[src/rtl/mdrop_rx_pkg.sv]
package mdrop_rx_pkg;
  typedef enum logic [1:0] {
    ST_IDLE,
    ST_START,
    ST_DATA,
    ST_STOP
  } rxState_t;

  typedef struct packed {
    logic shiftEn;
    logic frameDone;
    logic stopBad;
  } rxStrobe_t;
endpackage

[src/rtl/mdrop_rx_front.sv]
module mdrop_rx_front #(
  parameter int SYNC_STAGES = 2
) (
  input  logic       clk,
  input  logic       rstN,
  input  logic       rxPin,
  input  logic       txLoopIn,
  input  logic [1:0] charLenSel,
  input  logic       wakeEn,
  input  logic       wakeFallSel,
  input  logic       lowPower,
  output logic       lineS,
  output logic       wakeEvt,
  output logic       lpEnter
);
  logic                   loopEn;
  logic                   lineIn;
  logic [SYNC_STAGES-1:0] syncQ;
  logic                   lineD;
  logic                   lpQ;

  assign loopEn = &charLenSel;
  assign lineIn = loopEn ? txLoopIn : rxPin;
  assign lineS  = syncQ[SYNC_STAGES-1];
  assign lpEnter = lowPower & ~lpQ;

  always_ff @(posedge clk or negedge rstN) begin
    if (!rstN) begin
      syncQ   <= '1;
      lineD   <= 1'b1;
      wakeEvt <= 1'b0;
      lpQ     <= 1'b0;
    end else begin
      syncQ   <= {syncQ[SYNC_STAGES-2:0], lineIn};
      lineD   <= lineS;
      wakeEvt <= wakeEn & (wakeFallSel ? (lineD & ~lineS) : (~lineD & lineS));
      lpQ     <= lowPower;
    end
  end

  AST_WAKE_OFF: assert property (@(posedge clk) disable iff (!rstN)
    !wakeEn |=> !wakeEvt);
endmodule

[src/rtl/mdrop_rx_ctrl.sv]
module mdrop_rx_ctrl
  import mdrop_rx_pkg::*;
#(
  parameter int OVERSAMPLE = 16,
  parameter int DATA_BITS  = 9
) (
  input  logic      clk,
  input  logic      rstN,
  input  logic      sampleTick,
  input  logic      lineS,
  input  logic      abort,
  output rxStrobe_t strobe
);
  localparam int CNT_W    = $clog2(OVERSAMPLE);
  localparam int BIT_W    = $clog2(DATA_BITS + 1);
  localparam int MID_CNT  = OVERSAMPLE / 2 - 1;
  localparam int FULL_CNT = OVERSAMPLE - 1;

  rxState_t         state;
  logic [CNT_W-1:0] tickCnt;
  logic [BIT_W-1:0] bitCnt;
  logic             atMid;
  logic             atFull;

  assign atMid  = (tickCnt == CNT_W'(MID_CNT));
  assign atFull = (tickCnt == CNT_W'(FULL_CNT));

  always_comb begin
    strobe = '0;
    if (sampleTick && !abort) begin
      if (state == ST_DATA && atFull) strobe.shiftEn = 1'b1;
      if (state == ST_STOP && atFull) begin
        strobe.frameDone = 1'b1;
        strobe.stopBad   = ~lineS;
      end
    end
  end

  always_ff @(posedge clk or negedge rstN) begin
    if (!rstN) begin
      state   <= ST_IDLE;
      tickCnt <= '0;
      bitCnt  <= '0;
    end else if (abort) begin
      state   <= ST_IDLE;
      tickCnt <= '0;
      bitCnt  <= '0;
    end else if (sampleTick) begin
      case (state)
        ST_IDLE: begin
          tickCnt <= '0;
          if (!lineS) state <= ST_START;
        end
        ST_START: begin
          if (atMid) begin
            tickCnt <= '0;
            bitCnt  <= '0;
            state   <= lineS ? ST_IDLE : ST_DATA;
          end else begin
            tickCnt <= tickCnt + 1'b1;
          end
        end
        ST_DATA: begin
          if (atFull) begin
            tickCnt <= '0;
            bitCnt  <= bitCnt + 1'b1;
            if (bitCnt == BIT_W'(DATA_BITS - 1)) state <= ST_STOP;
          end else begin
            tickCnt <= tickCnt + 1'b1;
          end
        end
        ST_STOP: begin
          if (atFull) begin
            tickCnt <= '0;
            state   <= ST_IDLE;
          end else begin
            tickCnt <= tickCnt + 1'b1;
          end
        end
        default: state <= ST_IDLE;
      endcase
    end
  end

  AST_NINE_SHIFTS: assert property (@(posedge clk) disable iff (!rstN)
    strobe.frameDone |-> (bitCnt == BIT_W'(DATA_BITS)));
  AST_STROBE_EXCL: assert property (@(posedge clk) disable iff (!rstN)
    $onehot0({strobe.shiftEn, strobe.frameDone}));
  AST_FALSE_START: assert property (@(posedge clk) disable iff (!rstN)
    (state == ST_START && sampleTick && atMid && lineS && !abort) |=> (state == ST_IDLE));
endmodule

[src/rtl/mdrop_rx_dp.sv]
module mdrop_rx_dp
  import mdrop_rx_pkg::*;
#(
  parameter int DATA_BITS = 9
) (
  input  logic                 clk,
  input  logic                 rstN,
  input  logic                 lineS,
  input  rxStrobe_t            strobe,
  input  logic                 attnSet,
  input  logic                 bufRead,
  input  logic                 statusWr,
  input  logic                 lpEnter,
  output logic [DATA_BITS-2:0] rxData,
  output logic                 rxBit9,
  output logic                 bufFull,
  output logic                 frameErr,
  output logic                 overrunErr,
  output logic                 attnArmed
);
  localparam int MSB = DATA_BITS - 1;

  logic [MSB:0] shiftReg;
  logic         isAddr;
  logic         accept;

  assign isAddr = shiftReg[MSB];
  assign accept = strobe.frameDone & (~attnArmed | isAddr);

  always_ff @(posedge clk or negedge rstN) begin
    if (!rstN) begin
      shiftReg   <= '0;
      rxData     <= '0;
      rxBit9     <= 1'b0;
      bufFull    <= 1'b0;
      frameErr   <= 1'b0;
      overrunErr <= 1'b0;
      attnArmed  <= 1'b0;
    end else begin
      if (strobe.shiftEn) shiftReg <= {lineS, shiftReg[MSB:1]};

      if (accept) begin
        rxData <= shiftReg[MSB-1:0];
        rxBit9 <= isAddr;
      end

      if (lpEnter)       bufFull <= 1'b0;
      else if (accept)   bufFull <= 1'b1;
      else if (bufRead)  bufFull <= 1'b0;

      if (lpEnter)                       overrunErr <= 1'b0;
      else if (accept && bufFull)        overrunErr <= 1'b1;
      else if (statusWr)                 overrunErr <= 1'b0;

      if (lpEnter)                       frameErr <= 1'b0;
      else if (accept && strobe.stopBad) frameErr <= 1'b1;
      else if (statusWr)                 frameErr <= 1'b0;

      if (attnSet)               attnArmed <= 1'b1;
      else if (accept && isAddr) attnArmed <= 1'b0;
    end
  end

  AST_DISCARD_HOLD: assert property (@(posedge clk) disable iff (!rstN)
    (strobe.frameDone && attnArmed && !isAddr) |=> $stable(rxData));
  AST_ADDR_FLAG: assert property (@(posedge clk) disable iff (!rstN)
    (strobe.frameDone && isAddr && !lpEnter) |=> (bufFull && rxBit9));
  AST_ATTN_DROP: assert property (@(posedge clk) disable iff (!rstN)
    (strobe.frameDone && attnArmed && isAddr && !attnSet) |=> !attnArmed);
  AST_LP_CLEAR: assert property (@(posedge clk) disable iff (!rstN)
    lpEnter |=> !(bufFull || frameErr || overrunErr));
  AST_ERR_WIPE: assert property (@(posedge clk) disable iff (!rstN)
    (statusWr && !strobe.frameDone && !lpEnter) |=> (!frameErr && !overrunErr));
endmodule

[src/rtl/mdrop_rx.sv]
module mdrop_rx
  import mdrop_rx_pkg::*;
#(
  parameter int OVERSAMPLE  = 16,
  parameter int DATA_BITS   = 9,
  parameter int SYNC_STAGES = 2
) (
  input  logic                 clk,
  input  logic                 rstN,
  input  logic                 sampleTick,
  input  logic                 rxPin,
  input  logic                 txLoopIn,
  input  logic [1:0]           charLenSel,
  input  logic                 wakeEn,
  input  logic                 wakeFallSel,
  input  logic                 lowPower,
  input  logic                 attnSet,
  input  logic                 bufRead,
  input  logic                 statusWr,
  output logic [DATA_BITS-2:0] rxData,
  output logic                 rxBit9,
  output logic                 bufFull,
  output logic                 frameErr,
  output logic                 overrunErr,
  output logic                 attnArmed,
  output logic                 wakeEvt
);
  logic      lineS;
  logic      lpEnter;
  rxStrobe_t strobe;

  mdrop_rx_front #(.SYNC_STAGES(SYNC_STAGES)) front_i (
    .clk(clk), .rstN(rstN), .rxPin(rxPin), .txLoopIn(txLoopIn),
    .charLenSel(charLenSel), .wakeEn(wakeEn), .wakeFallSel(wakeFallSel),
    .lowPower(lowPower), .lineS(lineS), .wakeEvt(wakeEvt), .lpEnter(lpEnter)
  );

  mdrop_rx_ctrl #(.OVERSAMPLE(OVERSAMPLE), .DATA_BITS(DATA_BITS)) ctrl_i (
    .clk(clk), .rstN(rstN), .sampleTick(sampleTick), .lineS(lineS),
    .abort(lpEnter), .strobe(strobe)
  );

  mdrop_rx_dp #(.DATA_BITS(DATA_BITS)) dp_i (
    .clk(clk), .rstN(rstN), .lineS(lineS), .strobe(strobe),
    .attnSet(attnSet), .bufRead(bufRead), .statusWr(statusWr),
    .lpEnter(lpEnter), .rxData(rxData), .rxBit9(rxBit9), .bufFull(bufFull),
    .frameErr(frameErr), .overrunErr(overrunErr), .attnArmed(attnArmed)
  );
endmodule

[config.mk]
export PLATFORM = sky130hd
export DESIGN_NAME = mdrop_rx
export DESIGN_NICKNAME = d
export VERILOG_FILES = /design/src/rtl/mdrop_rx_pkg.sv /design/src/rtl/mdrop_rx_front.sv /design/src/rtl/mdrop_rx_ctrl.sv /design/src/rtl/mdrop_rx_dp.sv /design/src/rtl/mdrop_rx.sv
export SDC_FILE = /design/constraint.sdc
export NUM_CORES = 1
export LEC_CHECK = 0
export BUFFER_PORTS_ARGS = -buffer_cell sky130_fd_sc_hd__buf_2
export CAP_MARGIN = 20
export CORE_AREA = 2 2 86 88
export DETAILED_ROUTE_END_ITERATION = 7
export DIE_AREA = 0 0 88 90
export PLACE_DENSITY = 0.47
export SLEW_MARGIN = 25
export SYNTH_ARGS = -nofsm -noshare
export SYNTH_HDL_FRONTEND = slang
export SYNTH_SLANG_ARGS = --single-unit
[constraint.sdc]
create_clock -name clk -period 1.9 [get_ports clk]
set_input_delay 0.475 -clock clk [delete_from_list [all_inputs] [get_ports clk]]
set_output_delay 0.475 -clock clk [all_outputs]
set_load 0.1 [all_outputs]
# After elaboration in Yosys (flattened, before gate mapping)
# Cells that the tools add are included.
# word_totals
n_memories	0
mem_bits_ro	0
mem_bits_rw	0
word_cells	89
inputBits	13
latchBits	0
out_inout_bits	14
reg_bits	37
# classes
eq_ne	11
add_sub_neg	2
magnitude_cmp	0
n_div	0
mux	34
shift	0
n_reduce_logical	18
multipliers	0
bitwise_logic	10
# op_table
operator	n
$mux 4	8
$mux 2	9
$mux 1	13
$pmux 4 s3	1
$reduce_bool 3->1	4
$ne 3x1->1 const B	3
$add 4x1->4 const B	2
$eq 4x4->1 const B	2
$pmux 2 s4	1
$pmux 4 s2	1
$logic_and 1x1->1	6
$ne 3x2->1 const B	2
$reduce_and 6->1	1
$and 1x1->1	5
$eq 2x2->1 const B	2
$eq 4x3->1 const B	1
$not 1->1	4
$reduce_and 4->1	1
$reduce_bool 2->1	2
$mux 3	1
$eq 2x1->1 const B	1
$logic_not 2->1	1
$reduce_and 2->1	1
$reduce_or 2->1	1
other kinds (2)	2

# Depth between registers and ports, before layout
# logic_depth
depth_word	9
ltp_mapped	8
mapped_depth_nobuf	7

# Cells and area by module
# A second synthesis with hierarchy kept.
# unflattened
cells_unflattened	137
hier_area_um2	1686.6
# modules_own_cells
module	n_inst	area_per_inst_um2	cells_per_inst
mdrop_rx_dp	1	860.8	55
mdrop_rx_ctrl	1	648.1	71
mdrop_rx_front	1	177.7	11

# Least setup slack after synthesis
# OpenSTA, ideal clock, no wires.
# synth_timing
kind	reg-to-reg
from	register dp_i.attnArmed
to	register dp_i.rxData[1]
path_slack_ns	0.044
setup_time_ns	0.125
stages_incl_launch_ff	6
t_arrival_ns	1.730
n_path_buf	1
period_less_slack_ns	1.856
path_cell_list	dfrtp_1 > inv_1 > o21ai_0 > nor3_2 > buf_2 > mux2_2
# synth_via
elab_chain_len	3
# synth_lines
item	line_no	text
from (decl)	mdrop_rx_dp.sv:19	output logic attnArmed
from (signal assigned)	mdrop_rx_dp.sv:38	attnArmed <= 1'b0;
from (signal assigned)	mdrop_rx_dp.sv:59	if (attnSet) attnArmed <= 1'b1;
from (signal assigned)	mdrop_rx_dp.sv:60	else if (accept && isAddr) attnArmed <= 1'b0;
$not 1->1	mdrop_rx_dp.sv:28	assign accept = strobe.frameDone & (~attnArmed | isAddr);
$or 1x1->1	mdrop_rx_dp.sv:28	
$and 1x1->1	mdrop_rx_dp.sv:28	
to (signal assigned)	mdrop_rx_dp.sv:43	rxData <= shiftReg[MSB-1:0];
to (decl)	mdrop_rx_dp.sv:14	output logic [DATA_BITS-2:0] rxData,
# No other way between the ends.
# A chain may end at the register's enable or synchronous reset.

# Worst setup path after layout
# layout_timing
from	register ctrl_i.state[0]
to	register ctrl_i.state[0]
# layout_via
elab_chain_len	4
word_cells_on_any_way	13
classes_between	eq/ne: 8; mux: 3; reduce/logical: 2
# layout_lines
item	line_no	text
from (decl)	mdrop_rx_ctrl.sv:19	rxState_t state;
from (signal assigned)	mdrop_rx_ctrl.sv:58	state <= lineS ? ST_IDLE : ST_DATA;
$eq 2x2->1 (tied with other cells)	mdrop_rx_ctrl.sv:49	case (state)
$pmux 2 s4	mdrop_rx_ctrl.sv:49	
$mux 2	mdrop_rx_ctrl.sv:48	end else if (sampleTick) begin
$mux 2	mdrop_rx_ctrl.sv:44	end else if (abort) begin
# Several ways; a longest one is shown, not always the timed one. The select of a mux whose other input is x is not followed.

==> impl_summary.txt <==
----------------------------------------------------
[Power and ir drop]
  Fraction of power consumed by sequential logic ... 45.6%
  Switching portion of total power ... between 20% and 30%
  Clk pwr share ... between 30% and 40%
  Leak Pwr ... approximately 1.1 nW
  Internal power of the cells ... about 1.4 mW
  Net switching power ... about 0.47 mW
  VDD IR-drop max ... between 300 and 400 uV
  Combinational group share of total power ... about 17%
  Cell Pwr Density ... 863 nW/um^2

[Drt]
  Starting DRC count in detailed routing ... 30
  Detailed route wirelength on metal2 ... ~1.5 mm
  Metal3 WL ... approximately 110 um
  Antenna-violating nets left ... 0
  Post-Route WL ... between 3 and 4 mm
  Post-DR wirelength/cell ... 11.5 um
  Final routed DRC violation total ... 0
  DR pass1 iterations ... 4
  Routed vias ... ~1.2k
  Via count normalized by instance count ... roughly 4.1
  Top layer in use ... met4
  Routed metal-1 wirelength ... between 1.5 and 2 mm

[Synthesis]
  Sequential element share of the synthesized area ... between 50% and 60%
  Main flop type after synthesis ... dfrtp_1
  Async set-reset flop share out of synthesis ... between 90% and 100%
  Post-synthesis xor/xnor area fraction ... 0%
  Proportion of synthesized area in mux cells ... roughly an eighth
  Library cells used by synthesis ... 35
  Arithmetic-cell share of the synthesized area counting full adders, half adders and majority gates ... between 5 and 6%
  Leading cell type by number of instances after synthesis ... dfrtp_1
  Combinational family with the most area after synthesis ... simple AND/OR/NAND/NOR gates
  Post-synthesis instance area ... about 1700 um^2
  Share of the synthesized area in the top cell type ... between 50% and 60%
  Dominant cells by area after synthesis ... dfrtp_1 50%, mux2_2 13%, ha_1 5.2%
  Register bit total from synthesis ... 37
  Complex-gate fraction of the synthesized area ... 10.2%
  Post-Synthesis Cells ... 142
  Post-synthesis share of cell area spent on and, or, nand and nor gates ... between 10% and 20%
  Mapped Avg Cell Area ... approximately 12 um^2
  Count of warnings emitted by yosys ... 0
  Most area-hungry cell type in the Yosys netlist ... dfrtp_1
  Number of enable-type register cells in the synthesized netlist ... 0
  Syn Nets ... between 150 and 200
  Leading cell types by count after synthesis ... 34 x dfrtp_1, 19 x mux2_2, 13 x nand2_1, 11 x o21ai_0, 8 x inv_1

[Critical path]
  FF-to-FF End ... ctrl_i.state[0]
  Critical Path Sink Type ... flop
  Worst reg2reg setup slack ... around 0.15 ns
  Worst path required time ... between 2 and 2.5 ns
  CP Capture Point ... ctrl_i.state[0]
  WS Path Type ... reg2reg
  Sort of element at the start of the critical path ... flop
  Peak fanout along the critical path ... 4
  Worst endpoint data arrival time ... between 1.5 and 2 ns
  Cell count of the worst reg-to-reg path ... 6
  Start point of the critical path ... ctrl_i.state[0]
  Reg-to-reg startpoint ... ctrl_i.state[0]

[Timing]
  Crit path time final ... 1.75 ns
  Fin crit share ... roughly 90%
  Rel. slew slack ... about two thirds
  Upper clock frequency limit ... approximately 570 MHz
  Final hold violation count ... 0
  Final number of max-transition violations ... 0
  Finish-stage setup viols ... 0
  Final setup margin ... 0.147 ns
  RSZ-0062 raised after global routing ... no
  Total negative setup slack ... 0 ns
  Transition at the pin with the smallest max-transition slack ... 0.491 ns
  Final worst clock skew ... 0.00674 ns

[Clock tree]
  CTS clk-pin slew, worst paths ... approximately 0.080 ns
  Library cell used as clock root buffer ... clkbuf_8
  TritonCTS clock tree ... built
  Max H-tree Level ... 2
  Worst-case clock buffer depth ... 2
  Clock insertion delay at the later pin of the skew report ... about 0.29 ns
  Clock sink total ... 37
  TritonCTS buffer count ... 5
  Post-CTS setup repair buffer count ... 0

[Global route]
  Global route total overflow ... 0
  Wire length of the first global-routing pass ... roughly 5.6 mm
  Maximum number of pins on one net before global-route repair ... 21
  Global-route total usage across every layer ... a little over 9%
  Number of global-route vias before repair ... about 1.2k
  Initial antenna violation count ... 0

[Die]
  Full die area ... 7920 um^2
  Die width ... approximately 88 um
  I/O pin total ... 27
  Initial core utilization ... ~24%
  Std-Cell Rows ... 31
  Core outline area ... 7020 um^2
  Die Ht ... 90 um

[Cells and area]
  Fill cell instance count of the final layout ... 744
  Layout Utilization ... 30.7%
  Share of layout cells above drive strength 1 ... between 40% and 50%
  ANT cells ... 0
  Area growth syn-to-layout ... 27.5%
  Fin nets ... 203

[Hold path]
  Path type of the worst min-delay path ... in2async

[Flow run]
  Max cap viols ... 0

[Status]
  Result of the run ... finished clean

[Placement]
  Number of buffers added on ports ... 26
  Placed wire-length estimate after detailed placement ... about 2.4 mm
  Final estimated routing congestion in global placement ... between 0.7 and 0.8
  Pre-CTS WS ... about 0.09 ns

----------------------------------------------------
-- power groups by stage --
| stage | logic [mW] | clock network, mW | registers, mW |
|---|---|---|---|
| 6_report | 0.312 | 0.700 | 0.849 |
| 5_1_grt | 0.352 | 0.760 | 0.854 |
| 4_1_cts | 0.306 | 0.732 | 0.849 |
| 3_5_place_dp | 0.306 | 0 | 0.864 |
| 3_3_place_gp | 0.310 | 0 | 0.864 |
| 2_1_floorplan | 0.180 | 0 | 0.874 |
-- worst min-delay path by stage --
stage / depth (start not counted) / endpoint / startpoint
4_1_cts: 1 / dp_i.shiftReg[7] / rstN
3_3_place_gp: 0 / front_i.syncQ[1] / front_i.syncQ[0]
3_5_place_dp: 0 / front_i.syncQ[1] / front_i.syncQ[0]
5_1_grt: 1 / dp_i.shiftReg[6] / rstN
2_1_floorplan: 0 / ctrl_i.bitCnt[0] / rstN
6_report: 1 / dp_i.shiftReg[6] / rstN
-- critical path, cell delays in order (launching register included) --
cell and delay [ns]:
dfrtp_1 0.40, inv_1 0.09, ha_1 0.24, or2_1 0.24, a221oi_2 0.30, nand3_1 0.14, a211oi_1 0.24
-- flip-flops by register name (all words and copies together), names as in the netlist, 2 cells and up --
register / cells
ctrl_i.state: 2
ctrl_i.bitCnt: 4
dp_i.shiftReg: 9
ctrl_i.tickCnt: 4
dp_i.rxData: 8
front_i.syncQ: 2
-- cell usage in the layout, fill, tap and decap left out, types with 6 or more instances in the layout --
| cell | instances |
|---|---|
| dfrtp_1 | 34 |
| buf_2 | 26 |
| mux2_2 | 19 |
| nand2_1 | 13 |
| o21ai_0 | 10 |
| inv_1 | 8 |
| buf_4 | 8 |
| ha_1 | 7 |
| clkbuf_8 | 6 |
-- cell type report --
class	instances	area [um^2]	share of cell area [%]
well taps	99	124	5.75
clock buffers	7	86.3	4.00
inverters	8	30.0	1.39
clock inverters	1	30.0	1.39
multi-input cells	95	726	33.7
flip-flops and latches	37	930	43.1
repair buffers	36	230	10.7
-- stage by stage --
stage / area [um^2] / hold WS (ns) / total power, mW / std cells
after floorplan: 1690 / 0.179 / 1.05 / 142
after global placement: 2030 / 0.348 / 1.17 / 275
after detailed placement: 2030 / 0.351 / 1.17 / 275
after CTS: 2140 / 0.128 / 1.89 / 283
after global routing: 2160 / 0.151 / 1.97 / 283
final: 2160 / 0.121 / 1.86 / 283
-- logic make-up after synthesis --
group                    after synthesis
AND/OR/NAND/NOR                       45
flip-flops                            37
AO/OA/AOI/OAI                         24
multiplexers                          19
buffers and inverters                 10
adder cells (fa/ha/maj)                7
-- layer usage --
metal  up-vias  GRT usage, %
li1        579             -
met1       564          11.6
met2        18          14.3
met3         5          2.57
met4         0          3.46
met5         -             0
-- repair_timing --
| action | in CTS | in global routing |
|---|---|---|
| hold buffers | 0 | 0 |
| resized for setup | 0 | 3 |
| setup endpoints to repair | 0 | 3 |
No activity file was read; power rests on OpenSTA's default activity.
